===== src/rtl/mt_sel_pkg.sv =====
package mt_sel_pkg;
  typedef enum logic {
    MODE_FINE   = 1'b0,
    MODE_COARSE = 1'b1
  } sel_mode_e;
endpackage


===== src/rtl/mt_rr_pick.sv =====
// First set request strictly after base_i, wrapping (base_i itself is last).
module mt_rr_pick #(
  parameter int N = 4,
  parameter int W = $clog2(N)
) (
  input  logic [N-1:0] req_i,
  input  logic [W-1:0] base_i,
  output logic         found_o,
  output logic [W-1:0] idx_o
);
  always_comb begin
    found_o = 1'b0;
    idx_o   = base_i;
    for (int k = N - 1; k >= 0; k--) begin
      automatic int j = (int'(base_i) + 1 + k) % N;
      if (req_i[j]) begin
        found_o = 1'b1;
        idx_o   = W'(j);
      end
    end
  end
endmodule


===== src/rtl/mt_park_set.sv =====
module mt_park_set #(
  parameter int N = 4
) (
  input  logic         clk_i,
  input  logic         rst_ni,
  input  logic [N-1:0] set_i,
  input  logic [N-1:0] clr_i,
  output logic [N-1:0] parked_o,
  output logic [N-1:0] parked_nxt_o
);
  logic [N-1:0] parked_q;

  // a new miss beats a completion in the same cycle
  assign parked_nxt_o = (parked_q & ~clr_i) | set_i;
  assign parked_o     = parked_q;

  always_ff @(posedge clk_i or negedge rst_ni) begin
    if (!rst_ni) parked_q <= '0;
    else         parked_q <= parked_nxt_o;
  end
endmodule


===== src/rtl/mt_pc_bank.sv =====
module mt_pc_bank #(
  parameter int          N       = 4,
  parameter int          PC_W    = 32,
  parameter int          STEP    = 4,
  parameter logic [31:0] BOOT_PC = 32'h0,
  localparam int         W       = $clog2(N)
) (
  input  logic            clk_i,
  input  logic            rst_ni,
  input  logic            adv_en_i,
  input  logic [W-1:0]    adv_tid_i,
  input  logic            redir_i,
  input  logic [W-1:0]    redir_tid_i,
  input  logic [PC_W-1:0] redir_pc_i,
  input  logic [W-1:0]    rd_tid_i,
  output logic [PC_W-1:0] pc_o
);
  logic [PC_W-1:0] pc_q [N];

  for (genvar g = 0; g < N; g++) begin : g_pc
    always_ff @(posedge clk_i or negedge rst_ni) begin
      if (!rst_ni)
        pc_q[g] <= PC_W'(BOOT_PC);
      else if (redir_i && redir_tid_i == W'(g))
        pc_q[g] <= redir_pc_i;
      else if (adv_en_i && adv_tid_i == W'(g))
        pc_q[g] <= pc_q[g] + PC_W'(STEP);
    end
  end

  assign pc_o = pc_q[rd_tid_i];
endmodule


===== src/rtl/mt_issue_sel.sv =====
module mt_issue_sel
  import mt_sel_pkg::*;
#(
  parameter int          NUM_THREADS    = 4,
  parameter int          PC_W           = 32,
  parameter int          INSTR_BYTES    = 4,
  parameter int          SWITCH_BUBBLES = 2,
  parameter logic [31:0] BOOT_PC        = 32'h0,
  localparam int         TID_W          = $clog2(NUM_THREADS),
  localparam int         BUB_W          = $clog2(SWITCH_BUBBLES + 2)
) (
  input  logic                   clk_i,
  input  logic                   rst_ni,
  input  logic                   mode_i,
  input  logic [NUM_THREADS-1:0] ready_i,
  input  logic [NUM_THREADS-1:0] stall_i,
  input  logic                   miss_i,
  input  logic [NUM_THREADS-1:0] miss_done_i,
  input  logic                   adv_i,
  input  logic                   redir_i,
  input  logic [TID_W-1:0]       redir_tid_i,
  input  logic [PC_W-1:0]        redir_pc_i,
  output logic [TID_W-1:0]       tid_o,
  output logic                   issue_o,
  output logic                   switch_o,
  output logic [PC_W-1:0]        pc_o
);
  logic [TID_W-1:0]       cur_q, last_q;
  logic [BUB_W-1:0]       bub_q;
  logic [NUM_THREADS-1:0] parked, parked_nxt, elig, miss_set, cur_oh, sw_req;
  logic                   coarse, no_bub, f_found, s_found, sw_go;
  logic [TID_W-1:0]       f_idx, s_idx;

  assign coarse = (sel_mode_e'(mode_i) == MODE_COARSE);
  assign no_bub = (bub_q == '0);
  assign elig   = ready_i & ~stall_i & ~parked;

  always_comb begin
    cur_oh        = '0;
    cur_oh[cur_q] = 1'b1;
  end

  mt_rr_pick #(.N(NUM_THREADS), .W(TID_W)) u_fine_pick (
    .req_i   (elig),
    .base_i  (last_q),
    .found_o (f_found),
    .idx_o   (f_idx)
  );

  always_comb begin
    if (coarse) begin
      tid_o   = cur_q;
      issue_o = elig[cur_q] & no_bub;
    end else begin
      tid_o   = f_found ? f_idx : cur_q;
      issue_o = f_found & no_bub;
    end
  end

  always_comb begin
    miss_set = '0;
    if (issue_o && miss_i) miss_set[tid_o] = 1'b1;
  end

  mt_park_set #(.N(NUM_THREADS)) u_park (
    .clk_i        (clk_i),
    .rst_ni       (rst_ni),
    .set_i        (miss_set),
    .clr_i        (miss_done_i),
    .parked_o     (parked),
    .parked_nxt_o (parked_nxt)
  );

  assign sw_req = ~parked_nxt & ~cur_oh;

  mt_rr_pick #(.N(NUM_THREADS), .W(TID_W)) u_sw_pick (
    .req_i   (sw_req),
    .base_i  (cur_q),
    .found_o (s_found),
    .idx_o   (s_idx)
  );

  // coarse switch: current thread is (or is becoming) parked and another is free
  assign sw_go    = coarse & no_bub & parked_nxt[cur_q] & s_found;
  assign switch_o = coarse ? sw_go : (issue_o && tid_o != cur_q);

  always_ff @(posedge clk_i or negedge rst_ni) begin
    if (!rst_ni) begin
      cur_q  <= '0;
      last_q <= TID_W'(NUM_THREADS - 1);
      bub_q  <= '0;
    end else begin
      if (issue_o) last_q <= tid_o;
      if (coarse && sw_go) begin
        cur_q <= s_idx;
        bub_q <= BUB_W'(SWITCH_BUBBLES);
      end else begin
        if (!coarse && issue_o) cur_q <= tid_o;
        if (!no_bub) bub_q <= bub_q - 1'b1;
      end
    end
  end

  mt_pc_bank #(
    .N(NUM_THREADS), .PC_W(PC_W), .STEP(INSTR_BYTES), .BOOT_PC(BOOT_PC)
  ) u_pc (
    .clk_i       (clk_i),
    .rst_ni      (rst_ni),
    .adv_en_i    (issue_o & adv_i),
    .adv_tid_i   (tid_o),
    .redir_i     (redir_i),
    .redir_tid_i (redir_tid_i),
    .redir_pc_i  (redir_pc_i),
    .rd_tid_i    (tid_o),
    .pc_o        (pc_o)
  );
endmodule


===== config.mk =====
export PLATFORM = sky130hd
export DESIGN_NAME = mt_issue_sel
export DESIGN_NICKNAME = d
export VERILOG_FILES = /design/src/rtl/mt_sel_pkg.sv /design/src/rtl/mt_rr_pick.sv /design/src/rtl/mt_park_set.sv /design/src/rtl/mt_pc_bank.sv /design/src/rtl/mt_issue_sel.sv
export SDC_FILE = /design/constraint.sdc
export NUM_CORES = 1
export LEC_CHECK = 0
export BUFFER_PORTS_ARGS = -buffer_cell sky130_fd_sc_hd__buf_4
export CORE_MARGIN = 4
export CORE_UTILIZATION = 45
export CTS_CLUSTER_DIAMETER = 80
export DETAILED_ROUTE_END_ITERATION = 8
export MAX_ROUTING_LAYER = met4
export PLACE_DENSITY = 0.7
export SLEW_MARGIN = 20
export SYNTH_ARGS = -nofsm -noshare
export SYNTH_HDL_FRONTEND = slang
export SYNTH_HIERARCHICAL = 1
export SYNTH_SLANG_ARGS = --single-unit

===== constraint.sdc =====
create_clock -name clk_i -period 3.28 [get_ports clk_i]
set_input_delay 0.164 -clock clk_i [delete_from_list [all_inputs] [get_ports clk_i]]
set_output_delay 0.164 -clock clk_i [all_outputs]
set_load 0.05 [all_outputs]

==> out/results.ini, run 1 <==
[status]
status = complete, but fails checks
violations = setup timing

[finish]
final_layout_size_suffix_gt1_share_pct = 24.0
num-fill-cells = 1591
diodes = 0
nets = 1122
fin_util_pct = 58.2
area_delta_synth_final_pct = 27.3
fin_area_sq_mm = 0.0109

[yosys]
synth_edf_count = 0
yosysSeqAreaShare_pct = 40.4
ys_ff_latch = 138
synth_fa_ha_area_share_pct = 0.732
synthXorXnorAreaFrac_pct = 11.7
ys.flop_type = dfrtp_1
syn_nets = 980
netlist_area_sq_mm = 0.00855
synth_compound_area_share_pct = 9.03
syn_inst = 923
yosysWarnings = 6
yosys.cell_types.count = 55
synth_top_family_by_area = simple AND/OR/NAND/NOR gates
async_flop_share_pct = 100
post_synth_and_or_nand_nor_area_fraction_pct = 23.1
postSynthAreaPerCell_sq_um = 9.26
synth.area.mux_share_pct = 11.5

[drt]
wl_per_cell_um = 18.9
vias = 7643
drcViolationCount = 0
viasPerCell = 5.83
drt-initial-drc-count = 720
route.antenna.remaining_nets = 0
drt_wl_total_mm = 24.8
firstDrtPassIters = 6

[sta]
max_freq_ghz = 0.299
maxSlewHeadroom_pct = 39.0
fin_skew_ns = 0.0106
hold_violations = 0
maxSlewViolCount = 0
fin_crit_ns = 3.34
finalSetupViolCount = 2
fin_crit_sh_pct = 102
rsz0062_at_grt = true
setup_ws_ns = -0.0644
worstMarginPinSlew_ns = 0.914
hold_slack_ns = 0.0298

[floorplanning]
rows = 50
dieWidth_um = 146
die_area_sq_mm = 0.0213
core_sq_mm = 0.0187
ios = 88
die_h_um = 146
initial_core_util_pct = 45.7

[critical_path]
reg2reg_setup_slack_ns = 0.19
crit_slowest_cell = or4_4
crit_required_ns = 3.12
worstPathMaxFanout = 6
max_stage_delay_ns = 0.55
cp.buffers_inverters = 2
r2r_end = u_pc/pc_q[22]
crit_path_end_kind = primary output
worstSetupStartpointType = register
crit_chain = nor3b_2 > or4_1 > nor2b_4 > mux2i_2 > inv_2 > nand3_1 > nor2_1 > a21o_1 > a21oi_2 > or4_4 > nand4_2 > o21ai_2 > buf_6
reg2reg_from = u_park/parked_o[1]
path_depth = 13
crit_family = simple AND/OR/NAND/NOR gates
rr_worst_depth = 13
crit_type = reg2out
arrival_ns = 3.18

[placed_design]
portBuffers = 87
place.gp.congestion = 0.896
placed_cell_area_sq_mm = 0.00968
dp_hpwl_mm = 17.0

[cts]
clock_sinks = 138
cts_inserted_buffers = 17
cts-htree-levels = 4
clockRootBuffer = clkbuf_16
clkTransAtPathRegs_ns = 0.06
clk_latency_ns = 0.43
cts_buffer_depth = 2
cts_tree = done

[grt]
gr-total-overflow = 0
grt_usage_pct = 24.4
grt_pass1_wl_mm = 40.5
grt_antenna_before_repair = 0
grt_max_degree = 83
grt_pass1_vias = 7542

[hold_path]
worstHoldPathCells = 2
hold_end = u_pc/pc_q[125]
hold_path.class = in2reg
min_from = redir_pc_i[29]

[flow_run]
maxCapViolCount = 0

[power]
ir_drop_mv = 0.496
pwr_density_cell_mw_per_mm2 = 785
p_leak_nw = 4.33

sequential cells by signal, indices dropped and copies added (netlist names):
signal and flops:
last_q 2, u_pc/pc_q 128, bub_q 2, cur_q 2, u_park/parked_o 4
through the flow:
step / TNS (ns) / cells / setup slack [ns] / power (mW)
6_report: -0.0697 / 1312 / -0.0644 / 8.54
5_1_grt: -1.63 / 1312 / -0.201 / 8.95
4_1_cts: 0 / 1308 / 0.00364 / 8.52
3_5_place_dp: 0 / 1234 / 0.0142 / 6.07
3_3_place_gp: 0 / 1234 / 0.115 / 6.04
2_1_floorplan: -0.0509 / 923 / -0.0255 / 5.01
worst max-delay path by stage:
stage / start / to / slack, ns
floorplan: u_park/parked_o[1] / u_pc/pc_q[61] / -0.03
global placement: ready_i[1] / u_pc/pc_q[63] / 0.11
detailed placement: u_park/parked_o[2] / u_pc/pc_q[63] / 0.01
CTS: u_park/parked_o[1] / switch_o / 0.004
global route: u_park/parked_o[0] / switch_o / -0.20
finish: u_park/parked_o[1] / switch_o / -0.06
report_power, final:
part           internal (mW)  switching [mW]  total, mW
Combinational           1.52            2.20       3.72
Clock                   1.54           0.764       2.31
Sequential              2.05           0.467       2.51
final cells by class:
type | instances | area, sq um | share of cell area (%)
well taps | 234 | 293 | 2.69
repair buffers | 175 | 1440 | 13.3
clock buffers | 20 | 457 | 4.20
inverters | 24 | 93.8 | 0.863
flip-flops and latches | 138 | 3460 | 31.8
clock inverters | 12 | 243 | 2.23
multi-input cells | 709 | 4890 | 45.0
Yosys cell counts, types with 2 or more instances:
library cell	n	area [sq um]
a21o_1	4	30.0
a21oi_1	35	175
a2bb2oi_1	2	17.5
a31oi_1	8	50.1
and2_1	4	25.0
and3_1	13	81.3
and4_1	10	87.6
buf_1	5	18.8
buf_2	5	25.0
buf_6	2	22.5
clkbuf_1	38	143
clkbuf_2	2	10.0
dfrtp_1	136	3400
dfstp_2	2	52.6
ha_1	5	62.6
inv_1	23	86.3
mux2_2	12	135
mux2_4	2	30.0
mux2i_1	6	60.1
mux4_2	33	743
nand2_1	136	510
nand2b_1	4	25.0
nand3_1	51	255
nand4_1	39	244
nor2_1	67	251
nor2b_1	2	12.5
nor3_1	21	105
nor3b_2	4	50.1
nor4_1	19	119
o21ai_0	70	350
o21ai_1	19	95.1
o221ai_1	2	17.5
or3_1	6	37.5
or4_1	3	22.5
xnor2_1	58	508
xor2_1	56	490
timing repair:
| action | 4_1_cts | 5_1_grt |
|---|---|---|
| setup buffers | 10 | 4 |
| resized for setup | 10 | 9 |
| endpoints found under the setup margin | 25 | 48 |
| pin swaps | 5 | 3 |
| hold endpoints to repair | 154 | 0 |
| hold buffers | 32 | 0 |
kinds of logic after synthesis:
logic type | after synthesis
AO/OA/AOI/OAI | 143
XOR/XNOR | 114
adder cells (fa/ha/maj) | 5
buffers and inverters | 76
flip-flops | 138
multiplexers | 54
AND/OR/NAND/NOR | 393
cell usage in the layout (no fill, tap or decap), types with 33 or more instances in the layout:
cell,n
buf_4,137
dfrtp_1,136
nand2_1,135
o21ai_0,69
nor2_1,62
xnor2_1,58
xor2_1,56
nand3_1,51
nand4_1,39
mux4_2,33
metal layers:
layer | track usage [%] | wire (um) | vias up
met5 | - | 0 | -
met4 | 6.41 | 471 | 0
met3 | 4.92 | 1600 | 43
met2 | 37.5 | 11700 | 267
met1 | 33.3 | 11000 | 3767
li1 | - | - | 3566
No activity file was read; power rests on OpenSTA's default activity.
==> inputs of run 2 (changes only) <==
--- a/config.mk
+++ b/config.mk
@@ -11,7 +11,7 @@
 export CTS_CLUSTER_DIAMETER = 80
 export DETAILED_ROUTE_END_ITERATION = 8
 export MAX_ROUTING_LAYER = met4
-export PLACE_DENSITY = 0.7
+export PLACE_DENSITY = 0.68
 export SLEW_MARGIN = 20
 export SYNTH_ARGS = -nofsm -noshare
 export SYNTH_HDL_FRONTEND = slang
==> constraint.sdc (replaced) <==
create_clock -name clk_i -period 3.3 [get_ports clk_i]
set_input_delay 0.165 -clock clk_i [delete_from_list [all_inputs] [get_ports clk_i]]
set_output_delay 0.165 -clock clk_i [all_outputs]
set_load 0.05 [all_outputs]
==> run 2 against run 1 <==
  * The flow still finishes with violations (setup timing)
  * Clock skew is 0.00094 ns lower
  * Highest routed layer unchanged
  * Count of clock-buffer cells in the layout rose by 3
  * Register-to-register slack got worse by 0.03 ns
  * Power decreased by 3.2%
  * Sequential cell count is the same
  * Critical path depth unchanged
  * Die area stayed put
==> out/results.ini, run 2 (synthesis gave the netlist of run 1 again) <==
[status]
status = complete, but fails checks  ; unchanged
violations = setup timing  ; unchanged

[hold_path]
hold_path.class = in2reg  ; unchanged
min_from = redir_pc_i[29]  ; unchanged

[critical_path]
critPathCapture = switch_o  ; unchanged
crit_family = simple AND/OR/NAND/NOR gates  ; unchanged
reg2reg_from = u_park/parked_o[1]  ; unchanged
critical_path.most_common_cell = buf_6
crit_type = reg2out  ; unchanged
cp.buffers_inverters = 2  ; unchanged
worstSetupStartpointType = register  ; unchanged
path_depth = 13  ; unchanged
reg2reg_setup_slack_ns = 0.16  ; was 0.19 ns
crit_path_end_kind = primary output  ; unchanged
crit_chain = nor3b_2 > or4_1 > nor2b_4 > mux2i_4 > buf_6 > nand3_1 > nor2_1 > a21o_1 > nor2b_2 > or4_4 > nand4_4 > o21ai_2 > buf_6  ; was nor3b_2 > or4_1 > nor2b_4 > mux2i_2 > inv_2 > nand3_1 > nor2_1 > a21o_1 > a21oi_2 > or4_4 > nand4_2 > o21ai_2 > buf_6
max_stage_delay_ns = 0.54  ; was 0.55 ns
r2r_end = u_pc/pc_q[125]  ; was u_pc/pc_q[22]
worstSetupStartpoint = u_park/parked_o[1]  ; unchanged
rr_worst_depth = 12  ; was 13
crit_slowest_cell = or4_4  ; unchanged
arrival_ns = 3.19  ; was 3.18 ns
crit_required_ns = 3.13  ; was 3.12 ns
worstPathMaxFanout = 4  ; was 6

[sta]
maxSlewViolCount = 0  ; unchanged
worstMarginPinSlew_ns = 0.916  ; was 0.914 ns
fin_crit_sh_pct = 102
maxSlewHeadroom_pct = 38.9  ; was 39.0%
hold_violations = 0  ; unchanged
fin_crit_ns = 3.35
hold_slack_ns = 0.0259  ; was 0.0298 ns
fin_skew_ns = 0.00964  ; was 0.0106 ns
setup_ws_ns = -0.0523  ; was -0.0644 ns
rsz0062_at_grt = true  ; unchanged
finalSetupViolCount = 1  ; was 2
max_freq_ghz = 0.298

[drt]
firstDrtPassIters = 5  ; was 6
vias = 7569  ; was 7643
viasPerCell = 5.81  ; was 5.83
wl_per_cell_um = 19.1  ; was 18.9 um
drt-initial-drc-count = 615  ; was 720
drcViolationCount = 0  ; unchanged
route.antenna.remaining_nets = 0  ; unchanged
drt_wl_total_mm = 24.8  ; about the same

[floorplanning]
dieWidth_um = 146  ; unchanged
initial_core_util_pct = 45.7  ; unchanged
ios = 88  ; unchanged
die_area_sq_mm = 0.0213  ; unchanged
die_h_um = 146  ; unchanged
core_sq_mm = 0.0187  ; unchanged
rows = 50  ; unchanged

[grt]
grt_pass1_wl_mm = 40.2  ; was 40.5 mm
grt_usage_pct = 24.4  ; about the same
grt_max_degree = 82  ; was 83
grt_antenna_before_repair = 0  ; unchanged
gr-total-overflow = 0  ; unchanged
grt_pass1_vias = 7344  ; was 7542

[finish]
nets = 1113  ; was 1122
top_register = u_pc/pc_q  ; unchanged
fin_area_sq_mm = 0.0108  ; was 0.0109 sq mm
final_layout_size_suffix_gt1_share_pct = 22.9  ; was 24.0%
area_delta_synth_final_pct = 26.1  ; was 27.3%
final_cell_mix = nand2_1, dfrtp_1, buf_4  ; was buf_4, dfrtp_1, nand2_1
diodes = 0  ; unchanged
largest_reg_flops = 128  ; unchanged

[placed_design]
portBuffers = 87  ; unchanged
placed_cell_area_sq_mm = 0.00962  ; was 0.00968 sq mm
pre_cts_ws_ns = -0.0915  ; was 0.0142 ns
place.gp.congestion = 0.877  ; was 0.896
dp_hpwl_mm = 17.1  ; was 17.0 mm

[cts]
clockRootBuffer = clkbuf_16  ; unchanged
clock_sinks = 138  ; unchanged
clkTransAtPathRegs_ns = 0.06  ; about the same
clk_latency_ns = 0.43  ; about the same
cts_buffer_depth = 2  ; unchanged
cts-htree-levels = 4  ; unchanged
cts_inserted_buffers = 17  ; unchanged
cts_tree = done  ; unchanged

[power]
ir_drop_mv = 0.526  ; was 0.496 mV
pwr_density_cell_mw_per_mm2 = 766  ; was 785 mW/mm^2
p_leak_nw = 4.22  ; was 4.33 nW

[flow_run]
maxCapViolCount = 0  ; unchanged

[run 2: cell count changes in the layout (fill, tap and decap cells not counted), moves of 2 or more]
cell | previous run | this run
buf_8 | 0 | 2
clkinv_2 | 3 | 0
bufinv_16 | 7 | 3
buf_4 | 137 | 124
nor2_1 | 62 | 65
clkbuf_8 | 2 | 5
nor2_2 | 4 | 1
clkinvlp_4 | 1 | 6
nor4_2 | 4 | 2
[run 2: final cells by class]
type	count	area, sq um
Clock buffer	23	498
Clock inverter	9	136
Fill cell	1626	7920
Inverter	24	96.3
Multi-Input combinational cell	709	4900
Sequential cell	138	3460
Tap cell	234	293
Timing Repair Buffer	166	1410
[run 2: power by group]
part	internal (mW)	switching, mW
Clock	1.29	0.743
Combinational	1.54	2.18
Sequential	2.03	0.475
Total	4.86	3.40
[run 2: worst min-delay path by stage]
stage / end / slack, ns / cells past startpoint
after floorplan: bub_q[0] / -0.13 / 0
after global placement: u_pc/pc_q[110] / 0.28 / 1
after detailed placement: u_pc/pc_q[111] / 0.28 / 1
after CTS: u_pc/pc_q[61] / 0.01 / 2
after global routing: u_pc/pc_q[61] / 0.02 / 2
final: u_pc/pc_q[61] / 0.03 / 2
[run 2: worst register-to-register path: stages (launching register included)]
cell and delay [ns]:
dfrtp_1 0.37, nor3b_2 0.05, or4_1 0.53, nor2b_4 0.18, a21oi_4 0.20, clkinvlp_4 0.15, buf_4 0.17, nand2b_1 0.18
nor4_2 0.30, buf_4 0.30, nand4_1 0.15, xnor2_1 0.16, mux2_2 0.28
[run 2: per-stage QoR]
step / util [%] / instances / setup TNS (ns) / power (mW)
floorplan: - / 923 / -0.0109 / 4.98
global placement: 51.4 / 1226 / 0 / 6.01
detailed placement: 51.4 / 1226 / -0.229 / 6.05
CTS: 57.2 / 1298 / -0.0266 / 8.22
global route: 57.6 / 1303 / -0.179 / 8.67
finish: 57.6 / 1303 / -0.0523 / 8.26
[run 2: routing by layer]
metal	up-vias	part of all wire [%]	wire length [um]	GRT usage, %
met1	3749	45	11100	34.0
met2	246	47	11700	36.6
met3	33	6.6	1640	4.76
met4	0	1.5	375	6.70
met5	-	0	0	-
li1	3541	-	-	-
[run 2: repair_timing]
item / CTS / global route
buffers inserted: 8 / 5
gates resized for setup: 13 / 10
hold buffers: 32 / 0
setup endpoints to repair: 37 / 43
hold endpoints to repair: 149 / 0
pin swaps: 4 / 8
==> inputs of run 3 (changes only) <==
--- a/config.mk
+++ b/config.mk
@@ -6,12 +6,15 @@
 export NUM_CORES = 1
 export LEC_CHECK = 0
 export BUFFER_PORTS_ARGS = -buffer_cell sky130_fd_sc_hd__buf_4
+export CELL_PAD_IN_SITES_DETAIL_PLACEMENT = 1
+export CELL_PAD_IN_SITES_GLOBAL_PLACEMENT = 2
 export CORE_MARGIN = 4
-export CORE_UTILIZATION = 45
+export CORE_UTILIZATION = 38
+export CTS_BUF_LIST = sky130_fd_sc_hd__clkbuf_8 sky130_fd_sc_hd__clkbuf_16
 export CTS_CLUSTER_DIAMETER = 80
 export DETAILED_ROUTE_END_ITERATION = 8
 export MAX_ROUTING_LAYER = met4
-export PLACE_DENSITY = 0.68
+export PLACE_DENSITY = 0.86
 export SLEW_MARGIN = 20
 export SYNTH_ARGS = -nofsm -noshare
 export SYNTH_HDL_FRONTEND = slang
==> run 3 against run 2 <==
  * The flow now finishes without violations
  * Fmax up 2.4%
  * Clock power down 6%
  * Sequential power about the same
  * Sequential share of layout area down 0.56 points
  * Register-to-register slack about the same
  * Critical path depth down 1
  * Power up 0.82%
  * Combinational power up 5.9%
  * Cell count up 5.0%
  * Sequential cell count unchanged
  * Clock skew up 0.0014 ns
  * Non-clock buffer count up 19
  * Critical path type unchanged
  * Highest routed layer unchanged
==> out/results.ini, run 3 (synthesis gave the netlist of run 1 again) <==
[finish]
layout.cells.non_filler = 1368  ; was 1303
area_delta_synth_final_pct = 28.4  ; was 26.1%
top_register = u_pc/pc_q  ; unchanged
layout_commonest_cell = buf_4
final_layout_size_suffix_gt1_share_pct = 25.5  ; was 22.9%
nets = 1132  ; was 1113
final_cell_mix = buf_4, nand2_1, dfrtp_1  ; was nand2_1, dfrtp_1, buf_4
num-fill-cells = 2498  ; was 1626
diodes = 0  ; unchanged
largest_reg_flops = 128  ; unchanged
fin_util_pct = 50.0  ; was 57.6%

[grt]
gr-total-overflow = 0  ; unchanged
grt_pass1_wl_mm = 45.6  ; was 40.2 mm
grt_usage_pct = 24.1  ; was 24.4%
use_met1_pct = 33.3  ; was 34.0%
gr-usage-met3_pct = 3.44  ; was 4.76%
grt_pass1_vias = 8040  ; was 7344
busiest_layer = met2  ; unchanged
grt_antenna_before_repair = 0  ; unchanged
grt_max_degree = 65  ; was 82
grtUsageMet2_pct = 38.3  ; was 36.6%

[floorplanning]
die_h_um = 158  ; was 146 um
die_area_sq_mm = 0.0250  ; was 0.0213 sq mm
ios = 88  ; unchanged
rows = 54  ; was 50
dieWidth_um = 158  ; was 146 um
core_sq_mm = 0.0220  ; was 0.0187 sq mm
initial_core_util_pct = 38.9  ; was 45.7%

[cts]
cts_tree = done  ; unchanged
clkTransAtPathRegs_ns = 0.07  ; was 0.06 ns
cts_buffer_depth = 2  ; unchanged
cts_inserted_buffers = 17  ; unchanged
clock_sinks = 138  ; unchanged
clockRootBuffer = clkbuf_16  ; unchanged
clk_latency_ns = 0.43  ; about the same
cts-htree-levels = 4  ; unchanged

[critical_path]
reg2reg_setup_slack_ns = 0.15  ; was 0.16 ns
crit_type = reg2out  ; unchanged
crit_required_ns = 3.13  ; about the same
crit_chain = nor3b_2 > or4_1 > nor2b_4 > buf_4 > o21ai_4 > buf_6 > nor2_4 > a21o_1 > mux4_2 > nand4_4 > o21ai_2 > buf_6  ; was nor3b_2 > or4_1 > nor2b_4 > mux2i_4 > buf_6 > nand3_1 > nor2_1 > a21o_1 > nor2b_2 > or4_4 > nand4_4 > o21ai_2 > buf_6
arrival_ns = 3.11  ; was 3.19 ns
worstSetupStartpointType = register  ; unchanged
crit_family = simple AND/OR/NAND/NOR gates  ; unchanged
crit_slowest_cell = or4_1  ; was or4_4
max_stage_delay_ns = 0.52  ; was 0.54 ns
worstPathMaxFanout = 5  ; was 4
crit_path_end_kind = primary output  ; unchanged
critical_path.most_common_cell = buf_6  ; unchanged
cp.buffers_inverters = 3  ; was 2

[sta]
rsz0062_at_grt = true  ; unchanged
fin_crit_sh_pct = 99.2  ; was 102%
fin_skew_ns = 0.0110  ; was 0.00964 ns
fin_crit_ns = 3.27  ; was 3.35 ns
worstMarginPinSlew_ns = 0.993  ; was 0.916 ns
hold_violations = 0  ; unchanged
max_freq_ghz = 0.305  ; was 0.298 GHz
maxSlewViolCount = 0  ; unchanged
hold_slack_ns = 0.0120  ; was 0.0259 ns
maxSlewHeadroom_pct = 33.8  ; was 38.9%
finalSetupViolCount = 0  ; was 1

[hold_path]
hold_path.class = in2reg  ; unchanged

[drt]
firstDrtPassIters = 7  ; was 5
viasPerCell = 5.71  ; was 5.81
route.antenna.remaining_nets = 0  ; unchanged
vias = 7807  ; was 7569
drt_wl_total_mm = 28.8  ; was 24.8 mm
wl_per_cell_um = 21.1  ; was 19.1 um
drt-initial-drc-count = 411  ; was 615
drcViolationCount = 0  ; unchanged

[placed_design]
dp_hpwl_mm = 20.2  ; was 17.1 mm
place.gp.congestion = 0.826  ; was 0.877
dpl.cell_count = 1286  ; was 1226
portBuffers = 87  ; unchanged

[status]
status = completed  ; was complete, but fails checks

[flow_run]
maxCapViolCount = 0  ; unchanged

[power]
pwr_density_cell_mw_per_mm2 = 759  ; was 766 mW/mm^2
ir_drop_mv = 0.347  ; was 0.526 mV
p_leak_nw = 4.27  ; was 4.22 nW

## run 3: cell types whose count changed in the layout (fill, tap and decap cells not counted), sizes merged
cell / change
dlygate4sd3: -1
bufinv: -2
clkinv: +4
buf: +20
clkinvlp: -1
clkbuf: -2
inv: +1
## run 3: through the flow
stage	total power, mW	setup WS [ns]	area [sq um]	setup TNS [ns]
2_1_floorplan	4.98	-0.00547	8560	-0.0109
3_3_place_gp	6.06	0.144	9760	0
3_5_place_dp	6.12	0.0814	9760	0
4_1_cts	8.21	-0.00123	10800	-0.00123
5_1_grt	8.76	-0.109	11000	-0.176
6_report	8.33	0.0253	11000	0
## run 3: routing by layer
| metal | up-vias | part of all wire (%) |
|---|---|---|
| li1 | 3585 | - |
| met1 | 4033 | 47 |
| met2 | 157 | 49 |
| met3 | 32 | 3.1 |
| met4 | 0 | 1.3 |
| met5 | - | 0 |
## run 3: power breakdown
part / internal [mW] / switching, mW / total (mW)
combinational: 1.64 / 2.31 / 3.94
sequential: 2.03 / 0.453 / 2.49
clock: 1.11 / 0.789 / 1.90
total: 4.78 / 3.55 / 8.33
## run 3: area by class of cell
type | count | area (sq um) | share of cell area, %
multi-input cells | 709 | 4950 | 45.1
repair buffers | 185 | 1550 | 14.1
inverters | 24 | 93.8 | 0.855
well taps | 280 | 350 | 3.19
clock inverters | 11 | 93.8 | 0.855
flip-flops and latches | 138 | 3460 | 31.5
clock buffers | 21 | 480 | 4.38
## run 3: tightest hold or removal path, stage by stage
cell and delay [ns]:
buf_4 0.11, nand2_1 0.05, o21ai_0 0.06
## run 3: path summary, 6_finish.rpt
path,from,end,depth (start not counted)
max in group asynchronous,rst_ni,last_q[0],3
min in group asynchronous,rst_ni,u_pc/pc_q[50],2
min reg2reg,u_pc/pc_q[0],u_pc/pc_q[0],2
max reg2reg,u_park/parked_o[0],u_pc/pc_q[95],15
max,u_park/parked_o[1],switch_o,12
min,redir_pc_i[19],u_pc/pc_q[115],3
## run 3: repair_timing
item | in CTS | in global routing
gates resized for setup | 11 | 23
setup endpoints to repair | 31 | 45
buffers inserted | 9 | 10
hold endpoints to repair | 129 | 0
hold buffers | 31 | 0
pin swaps | 5 | 11
